<file path="src/rtl/rtc_calendar.sv">
`timescale 1ns/1ps
module rtc_calendar #(
  parameter int OSC_HZ = 32768,
  parameter int SQ_HZ  = 512
) (
  input  logic       clk,
  input  logic       rst_n,
  input  logic       osc_pulse,
  input  logic       osc_en_n,
  input  logic       reg_wr,
  input  logic [2:0] reg_addr,
  input  logic [7:0] reg_wdata,
  output logic [7:0] reg_rdata,
  output logic       sq_out,
  output logic       sec_tick
);
  localparam int HALF  = OSC_HZ / (2 * SQ_HZ);
  localparam int FLIPS = 2 * SQ_HZ;
  localparam int HW    = $clog2(HALF + 1);
  localparam int FW    = $clog2(FLIPS + 1);

  function automatic logic [7:0] b2n(input logic [7:0] b);
    return b[7:4] * 8'd10 + {4'd0, b[3:0]};
  endfunction

  function automatic logic [7:0] binc(input logic [7:0] b);
    return (b[3:0] == 4'd9) ? {b[7:4] + 4'd1, 4'd0} : b + 8'd1;
  endfunction

  function automatic logic [7:0] dim(input logic [7:0] mo, input logic [7:0] yr);
    logic [7:0] y;
    y = b2n(yr);
    case (mo)
      8'h02:                      return (y[1:0] == 2'b00) ? 8'h29 : 8'h28;
      8'h04, 8'h06, 8'h09, 8'h11: return 8'h30;
      default:                    return 8'h31;
    endcase
  endfunction

  function automatic logic fit(input logic [7:0] b, input logic [7:0] lo, input logic [7:0] hi);
    logic [7:0] v;
    v = b2n(b);
    return (b[3:0] <= 4'd9) && (v >= lo) && (v <= hi);
  endfunction

  // prescaler
  logic [HW-1:0] pre;
  logic [FW-1:0] flips;
  logic step, half_end;

  assign step     = osc_pulse & ~osc_en_n;
  assign half_end = step && (pre == HW'(HALF - 1));
  assign sec_tick = half_end && (flips == FW'(FLIPS - 1));

  always_ff @(posedge clk or negedge rst_n)
    if (!rst_n) begin
      pre    <= '0;
      flips  <= '0;
      sq_out <= 1'b0;
    end else if (step) begin
      pre <= half_end ? '0 : pre + 1'b1;
      if (half_end) begin
        sq_out <= ~sq_out;
        flips  <= sec_tick ? '0 : flips + 1'b1;
      end
    end

  // core counters
  logic [6:0] c_sec, c_min;
  logic [5:0] c_hr, c_dt;
  logic [2:0] c_dow;
  logic [4:0] c_mo;
  logic [7:0] c_yr;
  logic       rd_lock, wr_en;
  logic [7:0] u  [1:7];
  logic [7:0] cv [1:7];

  logic [7:0] n_sec, n_min, n_hr, n_dt, n_mo, n_yr;
  logic       w_s, w_m, w_h, w_d, w_mo;

  assign n_sec = binc({1'b0, c_sec});
  assign n_min = binc({1'b0, c_min});
  assign n_hr  = binc({2'b0, c_hr});
  assign n_dt  = binc({2'b0, c_dt});
  assign n_mo  = binc({3'b0, c_mo});
  assign n_yr  = (c_yr == 8'h99) ? 8'h00 : binc(c_yr);

  assign w_s  = (c_sec == 7'h59);
  assign w_m  = (c_min == 7'h59);
  assign w_h  = (c_hr == 6'h23);
  assign w_d  = ({2'b0, c_dt} == dim({3'b0, c_mo}, c_yr));
  assign w_mo = (c_mo == 5'h12);

  // load values with clamping
  logic [7:0] l_sec, l_min, l_hr, l_dow, l_dt, l_mo, l_yr;
  assign l_sec = fit(u[1], 8'd0, 8'd59) ? u[1] : 8'h00;
  assign l_min = fit(u[2], 8'd0, 8'd59) ? u[2] : 8'h00;
  assign l_hr  = fit(u[3], 8'd0, 8'd23) ? u[3] : 8'h00;
  assign l_dow = fit(u[4], 8'd1, 8'd7)  ? u[4] : 8'h01;
  assign l_mo  = fit(u[6], 8'd1, 8'd12) ? u[6] : 8'h01;
  assign l_yr  = fit(u[7], 8'd0, 8'd99) ? u[7] : 8'h00;
  assign l_dt  = fit(u[5], 8'd1, b2n(dim(l_mo, l_yr))) ? u[5] : 8'h01;

  logic ctrl_wr, load;
  assign ctrl_wr = reg_wr && (reg_addr == 3'd0);
  assign load    = ctrl_wr && wr_en && !reg_wdata[1];

  always_ff @(posedge clk or negedge rst_n)
    if (!rst_n) begin
      c_sec <= '0;  c_min <= '0;  c_hr <= '0;
      c_dow <= 3'd1; c_dt <= 6'h01; c_mo <= 5'h01; c_yr <= 8'h00;
    end else if (load) begin
      c_sec <= l_sec[6:0];
      c_min <= l_min[6:0];
      c_hr  <= l_hr[5:0];
      c_dow <= l_dow[2:0];
      c_dt  <= l_dt[5:0];
      c_mo  <= l_mo[4:0];
      c_yr  <= l_yr;
    end else if (sec_tick) begin
      c_sec <= w_s ? '0 : n_sec[6:0];
      if (w_s) begin
        c_min <= w_m ? '0 : n_min[6:0];
        if (w_m) begin
          c_hr <= w_h ? '0 : n_hr[5:0];
          if (w_h) begin
            c_dow <= (c_dow == 3'd7) ? 3'd1 : c_dow + 3'd1;
            c_dt  <= w_d ? 6'h01 : n_dt[5:0];
            if (w_d) begin
              c_mo <= w_mo ? 5'h01 : n_mo[4:0];
              if (w_mo) c_yr <= n_yr;
            end
          end
        end
      end
    end

  // host side
  always_ff @(posedge clk or negedge rst_n)
    if (!rst_n) begin
      rd_lock <= 1'b0;
      wr_en   <= 1'b0;
    end else if (ctrl_wr) begin
      rd_lock <= reg_wdata[0];
      wr_en   <= reg_wdata[1];
    end

  assign cv[1] = {1'b0, c_sec};
  assign cv[2] = {1'b0, c_min};
  assign cv[3] = {2'b0, c_hr};
  assign cv[4] = {5'b0, c_dow};
  assign cv[5] = {2'b0, c_dt};
  assign cv[6] = {3'b0, c_mo};
  assign cv[7] = c_yr;

  always_ff @(posedge clk or negedge rst_n)
    if (!rst_n) begin
      u[1] <= 8'h00; u[2] <= 8'h00; u[3] <= 8'h00; u[4] <= 8'h01;
      u[5] <= 8'h01; u[6] <= 8'h01; u[7] <= 8'h00;
    end else begin
      for (int i = 1; i <= 7; i++) begin
        if (!rd_lock && !wr_en)
          u[i] <= cv[i];
        else if (wr_en && reg_wr && reg_addr == 3'(i))
          u[i] <= reg_wdata;
      end
    end

  always_comb
    case (reg_addr)
      3'd1:    reg_rdata = u[1];
      3'd2:    reg_rdata = u[2];
      3'd3:    reg_rdata = u[3];
      3'd4:    reg_rdata = u[4];
      3'd5:    reg_rdata = u[5];
      3'd6:    reg_rdata = u[6];
      3'd7:    reg_rdata = u[7];
      default: reg_rdata = {6'd0, wr_en, rd_lock};
    endcase
endmodule

</file>
<file path="config.mk">
export PLATFORM = sky130hd
export DESIGN_NAME = rtc_calendar
export DESIGN_NICKNAME = d
export VERILOG_FILES = /design/src/rtl/rtc_calendar.sv
export SDC_FILE = /design/constraint.sdc
export NUM_CORES = 1
export LEC_CHECK = 0
export CAP_MARGIN = 5
export CORE_UTILIZATION = 40
export DETAILED_ROUTE_END_ITERATION = 10
export SLEW_MARGIN = 0
export SYNTH_ARGS = -nofsm -noshare
export SYNTH_HDL_FRONTEND = slang
export SYNTH_SLANG_ARGS = --single-unit
</file>
<file path="constraint.sdc">
create_clock -name clk -period 10.4 [get_ports clk]
set_input_delay 1.04 -clock clk [delete_from_list [all_inputs] [get_ports clk]]
set_output_delay 1.04 -clock clk [all_outputs]
set_load 0.01 [all_outputs]
</file>
# After elaboration in Yosys (flattened, before gate mapping)

Index checks and enable logic that the tools add are counted.

Register bits: 118
Latch bits: 0
Bits in writable memories: 0
Memory bits (read-only): 0
Word-level logic and storage cells: 238
Memories: 0

Add/subtract/negate cells: 25
Multipliers: 10
Div/mod/pow operators: 0
Magnitude comparators: 21
Eq/ne operators: 32
Shifts and indexed selects: 0
Muxes and demuxes: 73
Bitwise logic cells: 3
Reduce and logical (&&, ||, !) cells: 55

Operators with widths:

| cell                                                                                | number |
|---|---|
| 8-bit two-way mux                                                                   | 25 |
| 6-bit two-way mux                                                                   | 16 |
| 7-bit two-way mux                                                                   | 11 |
| 8-bit by 4-bit adder with 8-bit output                                              | 8 |
| 8-bit by 1-bit greater-or-equal comparator with 1-bit output, second input constant | 7 |
| 4-bit by 3-bit multiplier with 7-bit output, second input constant                  | 8 |
| 8-bit case mux with 7 select lines                                                  | 1 |
| 5-bit two-way mux                                                                   | 8 |
| 4-bit <= comparator, second input constant                                          | 7 |
| 1-bit logical AND                                                                   | 28 |
| 2-bit nonzero test                                                                  | 13 |
| 4-bit equality test, second input constant                                          | 6 |
| 3-bit two-way mux                                                                   | 7 |
| 5-bit case mux with 2 select lines                                                  | 2 |
| 6-bit by 1-bit adder with 6-bit output, second input constant                       | 3 |
| 8-bit by 3-bit equality test with 1-bit output, second input constant               | 2 |
| 8-bit by 6-bit <= comparator with 1-bit output, second input constant               | 2 |
| 3-bit equality test, second input constant                                          | 5 |
| 7-bit by 1-bit adder with 7-bit output, second input constant                       | 2 |
| 7-bit equality test, second input constant                                          | 2 |
| 11-bit by 1-bit adder with 11-bit output, second input constant                     | 1 |
| 11-bit by 10-bit equality test with 1-bit output, second input constant             | 1 |
| 11-bit two-way mux                                                                  | 1 |
| 5-bit by 3-bit equality test with 1-bit output, second input constant               | 2 |
| other kinds (37)                                                                    | 51 |

# Depth between registers and ports, before layout

Gate-level depths: netlist (run 1).

Word-level depth: 17
Depth in mapped cells: 19
Mapped depth without buffers: 18

# Worst setup path before layout (run 1)

No wires, ideal clock.

Kind: register -> register
Start point: reg u[13] (netlist bit)
End point: reg c_dt[0]
Arrival time: 4.016 ns
Setup slack: 6.305 ns
Cell stages (with the launch flop): 18
Buffers on the path: 1
Period minus slack after synthesis: 4.095 ns
Cell sequence: dfrtp_1 > ha_1 > ha_1 > fa_1 > inv_1 > o21ai_0 > or3_1 > or2_2 > or4_1 > nor3_1 > ha_1 > a21oi_1 > o22ai_1 > o22ai_1 > nand2_1 > or4_1 > clkbuf_1 > o211a_1

Cells in the longest elaborated chain, start to end: 15
Elaborated cells between the ends (all ways): 20

Ends and longest elaborated chain:

| item                                                                         | RTL line | RTL |
|---|---|---|
| from (decl)                                                                  | 75       | `logic [7:0] u [1:7];` |
| from (signal, indexed assignment)                                            | 163      | `u[i] <= cv[i];` |
| from (signal, indexed assignment)                                            | 165      | `u[i] <= reg_wdata;` |
| 4-bit by 3-bit multiplier with 7-bit output                                  | 23       | `return b[7:4] * 8'd10 + {4'd0, b[3:0]};` |
| 8-bit by 4-bit adder with 8-bit output                                       | 23       |  |
| 8-bit by 1-bit greater-or-equal comparator with 1-bit output                 | 43       | `return (b[3:0] <= 4'd9) && (v >= lo) && (v <= hi);` |
| 1-bit logical AND (2 in a row)                                               | 43       |  |
| 8-bit two-way mux *                                                          | 100      | `assign l_mo = fit(u[6], 8'd1, 8'd12) ? u[6] : 8'h01;` |
| 8-bit by 3-bit equality test with 1-bit output, or another cell as far along | 33       | `case (mo)` |
| 4-bit OR reduction                                                           | 33       |  |
| 5-bit case mux with 2 select lines *                                         | 33       |  |
| 4-bit by 3-bit multiplier with 7-bit output                                  | 23       |  |
| 8-bit by 4-bit adder with 8-bit output *                                     | 23       |  |
| 8-bit <= comparator *                                                        | 43       |  |
| 1-bit logical AND *                                                          | 43       |  |
| 6-bit two-way mux *                                                          | 102      | `assign l_dt = fit(u[5], 8'd1, b2n(dim(l_mo, l_yr))) ? u[5] : 8'h01;` |
| 6-bit two-way mux *                                                          | 112      | `end else if (load) begin` |
| to (signal assigned)                                                         | 117      | `c_dt <= l_dt[5:0];` |
| to (signal assigned)                                                         | 128      | `c_dt <= w_d ? 6'h01 : n_dt[5:0];` |
| to (decl)                                                                    | 70       | `logic [5:0] c_hr, c_dt;` |

Mark *: on every way between the ends. The rest lies on a longest branch, timed or not.
A chain may end at the register's enable or synchronous reset.

# Final worst setup path (run 1)

Start point: in reg_addr[1]
End point: out reg_rdata[1]

Cells in the longest elaborated chain, start to end: 2
Elaborated cells between the ends (all ways): 8

Ends and longest elaborated chain:

| item                                              | RTL line | RTL |
|---|---|---|
| from (decl)                                       | 11       | `input logic [2:0] reg_addr,` |
| 3-bit equality test, or another cell as far along | 170      | `case (reg_addr)` |
| 8-bit case mux with 7 select lines *              | 170      |  |
| to (decl)                                         | 13       | `output logic [7:0] reg_rdata,` |

Marked as above.

==> results of run 1 <==
[final cells by class]
type	count	area, um^2	share of cell area
Sequential cell	118	2960	0.284
Clock inverter	9	174	0.0167
Timing Repair Buffer	29	278	0.0267
Multi-Input combinational cell	825	6010	0.576
Inverter	48	180	0.0173
Clock buffer	22	464	0.0445
Tap cell	285	357	0.0342
[state kept, by name, summed over array words and instances, names as in the netlist, 3 cells and up]
signal / flops
c_sec: 7
c_hr: 6
c_dow: 3
pre: 6
c_dt: 6
c_yr: 8
c_min: 7
flips: 11
c_mo: 5
u: 56
[worst paths after layout]
path	endpoint	slack, ns	depth (start not counted)
setup reg to reg	c_dt[0]	5.92	16
setup / recovery	reg_rdata[1]	5.80	4
max in group asynchronous	flips[0]	8.43	2
min in group asynchronous	c_dow[2]	0.70	1
hold reg to reg	pre[4]	0.48	1
hold / removal	pre[4]	0.48	1
[report_power, final]
group          switching [mW]  internal [mW]  total, mW
sequential              0.168          0.540      0.708
combinational           0.289          0.253      0.542
clock                   0.215          0.435      0.651
[metal layers]
layer,vias up,GRT usage,part of all wire
li1,3756,-,-
met1,3779,0.312,0.46
met2,227,0.350,0.44
met3,57,0.0434,0.059
met4,0,0.102,0.040
met5,-,0,0
[metrics by stage]
| step | utilization | cells |
|---|---|---|
| detailed placement | 0.431 | 1305 |
| floorplan | - | 1035 |
| CTS | 0.459 | 1336 |
| global placement | 0.431 | 1305 |
| global route | 0.459 | 1336 |
| finish | 0.459 | 1336 |
[logic make-up (layout without fill, tap and decap cells)]
logic type | after synthesis | after routing | share of synthesized area
buf+inv | 92 | 108 | 0.0390
fa+ha+maj | 89 | 89 | 0.131
compound gates | 255 | 255 | 0.178
other cells | 2 | 3 | 0.000807
simple gates | 353 | 353 | 0.188
xor+xnor | 38 | 38 | 0.0357
flops | 118 | 118 | 0.318
mux | 87 | 87 | 0.110
[worst max-delay path: cells and delay by family]
family | cells | cell delay [ns]
multiplexers | 2 | 0.88
buffers and inverters | 2 | 1.63
[Yosys cell counts, types with 10 or more instances]
cell type / count
mux2_2: 11
xnor2_1: 16
nor3_1: 28
nand2b_1: 12
nor2b_1: 13
a31oi_1: 10
a21oi_1: 48
nand4_1: 15
nor2_1: 72
nand2_1: 128
o21ai_0: 94
mux2i_1: 65
o211ai_1: 14
mux4_2: 11
clkbuf_1: 35
and3_1: 10
a21o_1: 19
dfrtp_1: 112
fa_1: 14
xor2_1: 22
ha_1: 74
nand3_1: 21
inv_1: 47
==> qor.txt, run 1 <==
Detail Placement HPWL - 18,400 um
routed len/inst - 19.3 um
number of synthesis warnings - 0
worst path arrival time - 3.56 ns
CTS tree - yes
Die Height - 155 um
Starting Density - 0.410
drt via density - 5.85
total CTS buffers - 17
Hold Vio Cnt, Final - 0
hold_sp - pre[4]
Setup crit start kind - primary input
grt ovf - 0
Synth Register Bits - 118
Iter 0 DRT Violations - 566
Slew Limit Fails - 0
CP Capture Type - output pin
drt pass-1 iters - 5
Worst Skew - 0.0102 ns
Least-Margin Pin Slew - 1.08 ns
Post-CTS Setup Repair Bufs - 0
layout cells sized above 1 - 0.0780
Final Wtd Congestion - 0.858
Clock Tree Buf Depth - 2
critical path's slowest cell - clkdlybuf4s50_1
CP max FO - 24
hold buffer count at cts - 0
count of different cell masters after synthesis - 84
area fraction of the dominant cell type after synthesis - 0.301
Rows - 55
vias in the first global route - 7,508
fin nets - 1,143
Synth area leaders - dfrtp_1, ha_1, mux2i_1, nand2_1, o21ai_0
pwr dens - 182 nW/um^2
Yosys top cell by area - dfrtp_1
synthesized area - 9310 um^2
FFs w/ async S/R, synth - 1.00
Core Box Area - 22,700 um^2
reg2reg start - u[7]
Area Growth Syn to Fin - 11.9%
fmax - 217 MHz
final worst slack - 5.80 ns
Critical Path, Cell by Cell - clkdlybuf4s50_1, mux4_2, mux2_2, clkdlybuf4s50_1
Top FF cell, synth - dfrtp_1
fin crit period - 4.60 ns
clk_lat worst skew - 0.43 ns
max_slew headroom - 0.274
post-route ant nets - 0
fin crit share - 0.442
PortBufs - 25
Seq/Total Area, Yosys - 0.318
syn_area_per_cell - 9.00 um^2
Setup TNS - 0 ns
Max Cap Violations - 0
depth of the CTS H-tree - 4
initial antenna violation count - 0
clk slew on worst S/H paths - 0.05 ns
Leak - 4.65 nW
Global Route Usage Sum - 0.228
I/O pins - 26
# fillers - 2,179
largest net degree at the start of global routing - 89
DRC - 0
clock root buffer master - clkbuf_16
RSZ-0062 raised after global routing - no
post-route cell area - 10,400 um^2
vias post-DR - 7,819
status - complete, no violations
Post-synth EDFFs - 0
post-place setup slack - 5.79 ns
die area - 23,900 um^2
global-route wire length before repair - 41,900 um
Detailed Route WL - 25,800 um
clock sink total - 118
die width - 155 um
WHS - 0.476 ns
commonest cells after routing, fill and taps aside - nand2_1, dfrtp_1, o21ai_0
peak supply drop - 0.147 mV
Min-Delay Path Class - reg -> reg
Worst EP required - 9.36 ns
cell mode on critical path - clkdlybuf4s50_1
Final setup viols - 0
Pwr Total - 1.90 mW
Post-Synthesis Cells - 1,034
CP max stage delay - 1.15 ns
DP Area - 9780 um^2
CP startpoint - reg_addr[1]
post_cts resized - 0
commonest non-fill, non-tap cell in the layout - nand2_1
CP Class - in -> out
ANT cells - 0
Power figures use the tool's default switching activity.
==> run 2, diff against run 1 <==
clock period = 4.7 ns   (was 10.4 ns; I/O delays follow)
==> qor.txt, run 2 (synthesis gave the netlist of run 1 again) <==
status - complete, no violations
worst path arrival time - 4.78 ns
drt via density - 5.81
CP Capture Type - flop
Worst Skew - 0.0125 ns
critical path's slowest cell - or4_1
cell mode on critical path - ha_1
Leak - 4.66 nW
CP Class - reg -> reg
Post-CTS Setup Repair Bufs - 0
Die Height - 155 um
Rows - 55
Final setup viols - 0
vias post-DR - 7,802
clock sink total - 118
Starting Density - 0.410
Top Registers - u x56, flips x11, c_yr x8
post_cts resized - 0
Final Wtd Congestion - 0.913
Max Cap Violations - 0
die width - 155 um
grt ovf - 0
Least-Margin Pin Slew - 1.16 ns
fin crit share - 0.941
largest net degree at the start of global routing - 82
Core Box Area - 22,700 um^2
vias in the first global route - 7,595
PortBufs - 25
Detail Placement HPWL - 18,600 um
Critical Path, Cell by Cell - ha_1, ha_1, fa_1, inv_1, o21ai_0, or3_1, or2_2, or4_1, nor3_1, ha_1, a21oi_1, o22ai_1, o22ai_1, nand2_1, or4_1, o211a_1
CTS tree - yes
Clock Tree Buf Depth - 2
post-route ant nets - 0
die area - 23,900 um^2
commonest cells after routing, fill and taps aside - nand2_1, dfrtp_1, o21ai_0
clk_lat worst skew - 0.43 ns
Setup TNS - 0 ns
Hold Vio Cnt, Final - 0
DRC - 0
max_slew headroom - 0.223
CP max FO - 6
Detailed Route WL - 25,900 um
Slew Limit Fails - 0
Global Route Usage Sum - 0.230
commonest non-fill, non-tap cell in the layout - nand2_1
routed len/inst - 19.3 um
Largest register FFs - 56
RSZ-0062 raised after global routing - no
peak supply drop - 0.252 mV
fin crit period - 4.42 ns
Worst EP required - 5.06 ns
total CTS buffers - 17
Min-Delay Path Class - in -> async
depth of the CTS H-tree - 4
Top reg by flops - u
Iter 0 DRT Violations - 542
fin nets - 1,148
Area Growth Syn to Fin - 12.0%
layout cells sized above 1 - 0.0842
CP max stage delay - 0.54 ns
clk slew on worst S/H paths - 0.06 ns
pwr dens - 395 nW/um^2
global-route wire length before repair - 42,500 um
clock root buffer master - clkbuf_16
I/O pins - 26
initial antenna violation count - 0
fin util - 0.459
Setup crit start kind - flop
drt pass-1 iters - 5
hold buffer count at cts - 0
fmax - 226 MHz
ANT cells - 0
## run 2: cell types whose count changed in the layout (fill, tap and decap cells not counted)
| cell | before | now |
|---|---|---|
| buf_4 | 5 | 10 |
| clkinv_4 | 1 | 4 |
| bufinv_16 | 5 | 3 |
| clkinvlp_4 | 0 | 2 |
| clkbuf_1 | 3 | 2 |
| clkinv_2 | 3 | 2 |
## run 2: through the flow
| step | power, mW | setup WS [ns] | instances | hold WS [ns] | cell area (um^2) |
|---|---|---|---|---|---|
| 2_1_floorplan | 2.35 | 0.605 | 1035 | 0.174 | 9310 |
| 3_5_place_dp | 2.76 | 0.298 | 1310 | 0.462 | 9820 |
| 6_report | 4.12 | 0.277 | 1342 | 0.0249 | 10400 |
| 3_3_place_gp | 2.74 | 0.375 | 1310 | 0.461 | 9820 |
| 4_1_cts | 4.13 | 0.281 | 1342 | 0.0243 | 10400 |
| 5_1_grt | 4.39 | 0.0299 | 1342 | 0.0487 | 10400 |
## run 2: per-layer routing
metal,global-route usage,up-vias,wire length (um)
li1,-,3775,-
met1,0.320,3780,12400
met2,0.350,195,11500
met3,0.0398,52,1070
met4,0.100,0,902
met5,0,-,0
## run 2: power by group
group / switching, mW / internal (mW) / leakage [nW]
Combinational: 0.666 / 0.565 / 2.82
Clock: 0.491 / 0.862 / 0.293
Sequential: 0.343 / 1.20 / 1.54
## run 2: path summary, 6_finish.rpt
| check | startpoint | endpoint | slack, ns | cells after the start |
|---|---|---|---|---|
| max | u[13] | c_dt[0] | 0.28 | 16 |
| min | rst_n | c_dow[2] | 0.02 | 1 |
| max reg2reg | u[13] | c_dt[0] | 0.28 | 16 |
| min reg2reg | pre[4] | pre[4] | 0.47 | 1 |
| max in group asynchronous | rst_n | c_yr[7] | 3.71 | 2 |
| min in group clk | pre[4] | pre[4] | 0.47 | 1 |
## run 2: cell type report
cell class              instances  area, um^2
well taps                     285         357
fillers                      2205       12300
inverters                      48         180
clock inverters                11         150
repair buffers                 34         315
flip-flops and latches        118        2960
multi-input cells             825        6010
clock buffers                  21         460
## run 2: critical path, delay by kind of cell, from the launching register on
| kind | cells | cell delay [ns] |
|---|---|---|
| flip-flops | 1 | 0.45 |
| buffers and inverters | 1 | 0.08 |
| AND/OR/NAND/NOR | 6 | 1.94 |
| adder cells (fa/ha/maj) | 4 | 1.22 |
| AO/OA/AOI/OAI | 5 | 0.68 |
==> run 3, diff against run 2 <==
CORE_UTILIZATION = 50   (was 40)
PLACE_DENSITY = 0.69   (was default)
clock period = 4.05 ns   (was 4.7 ns; I/O delays follow)
==> qor.txt, run 3 (synthesis gave the netlist of run 1 again) <==
status - finished, violations left
failing checks - design-rule violations, negative setup slack
hold buffer count at cts - 0
Hold Vio Cnt, Final - 0
vias post-DR - 8,029
Clock Tree Buf Depth - 2
Min-Delay Path Class - in -> async
final cell count without fillers - 1,311
layout cells sized above 1 - 0.116
vias in the first global route - 7,735
met2 WL - 11,800 um
clk slew on worst S/H paths - 0.06 ns
CP Class - reg -> reg
DRT met1 WL - 11,600 um
DP Area - 9930 um^2
Leak - 4.75 nW
total CTS buffers - 17
placed cells - 1,273
Die Height - 138 um
Worst Skew - 0.00749 ns
PortBufs - 25
I/O pins - 26
pwr dens - 461 nW/um^2
depth of the CTS H-tree - 4
clk_lat worst skew - 0.43 ns
CP max FO - 6
DRC - 4
WHS - 0.0751 ns
Least-Margin Pin Slew - 1.02 ns
post-route ant nets - 0
Detail Placement HPWL - 18,600 um
Largest register FFs - 56
largest net degree at the start of global routing - 60
Top Registers - u x56, flips x11, c_yr x8
Max Cap Violations - 0
initial antenna violation count - 0
global-route wire length before repair - 42,200 um
die width - 138 um
RSZ-0062 raised after global routing - yes
Starting Density - 0.515
commonest cells after routing, fill and taps aside - nand2_1, dfrtp_1, o21ai_0
drt via density - 6.12
Slew Limit Fails - 0
CTS tree - yes
CP Capture Type - flop
peak supply drop - 0.341 mV
Detailed Route WL - 25,900 um
Global Route Usage Sum - 0.284
fin crit period - 4.11 ns
routed len/inst - 19.8 um
routed wl met3 - 1820 um
Rows - 49
worst path arrival time - 4.46 ns
clock root buffer master - clkbuf_16
Iter 0 DRT Violations - 668
ANT cells - 0
clock sink total - 118
fmax - 243 MHz
Final Wtd Congestion - 0.991
Core Box Area - 18,100 um^2
drt pass-1 iters - 8
Setup TNS - -0.163 ns
die area - 19,200 um^2
commonest non-fill, non-tap cell in the layout - nand2_1
Setup crit start kind - flop
fin crit share - 1.01
Final setup viols - 6
post-route cell area - 10,600 um^2
Area Growth Syn to Fin - 13.3%
DR top layer - met4
grt ovf - 0
Worst EP required - 4.40 ns
final worst slack - -0.0590 ns
Top reg by flops - u
fin nets - 1,173
max_slew headroom - 0.320
==> run 3: metal layers <==
metal | track usage | vias up
li1 | - | 3833
met2 | 0.436 | 269
met4 | 0.114 | 0
met3 | 0.0613 | 47
met1 | 0.392 | 3880
met5 | 0 | -
==> run 3: per-stage QoR <==
stage	setup WS, ns	utilization	power (mW)
after global routing	-0.209	0.583	5.17
final	-0.0590	0.583	4.87
after floorplan	0.00607	-	2.77
after detailed placement	-0.167	0.549	3.31
after global placement	-0.105	0.549	3.27
after CTS	-0.0310	0.582	4.81
==> run 3: area by class of cell <==
cell class | instances | area, um^2
flip-flops and latches | 118 | 2960
clock inverters | 13 | 124
inverters | 48 | 180
repair buffers | 59 | 503
fillers | 1592 | 7540
clock buffers | 19 | 443
multi-input cells | 825 | 6050
well taps | 229 | 287
==> run 3: timing repair <==
item | CTS | global route
pin swaps | 5 | 7
cloned | 0 | 0
endpoints found under the setup margin | 6 | 6
resized for setup | 2 | 2
setup buffers | 3 | 3
==> run 3: final timing paths <==
kind                            cells past startpoint  startpoint       end  slack [ns]
worst max register to register                     16       u[12]   c_dt[0]       -0.06
min in group clk                                    1      sq_out    sq_out        0.48
max in group asynchronous                           2       rst_n      u[8]        3.01
worst min register to register                      1      sq_out    sq_out        0.48
worst max-delay path                               16       u[12]   c_dt[0]       -0.06
worst min-delay path                                1       rst_n  c_sec[4]        0.08
==> run 3: report_power, final <==
group | internal, mW | switching (mW) | leakage, nW
logic | 0.787 | 0.853 | 2.94
registers | 1.39 | 0.372 | 1.54
clock network | 0.865 | 0.601 | 0.270
total | 3.04 | 1.83 | 4.75
==> run 3: worst max-delay path, stage by stage, from the launching register on <==
cell and delay (ns):
dfrtp_1 0.41, ha_2 0.23, inv_2 0.04, fa_2 0.34, xor2_1 0.18, and3_1 0.15
or3_4 0.38, or2_4 0.25, or4_4 0.52, nor3_2 0.13, ha_1 0.27, a21oi_2 0.14
o22ai_1 0.07, o22ai_1 0.16, nand2_1 0.06, or4_4 0.46, o211a_1 0.24
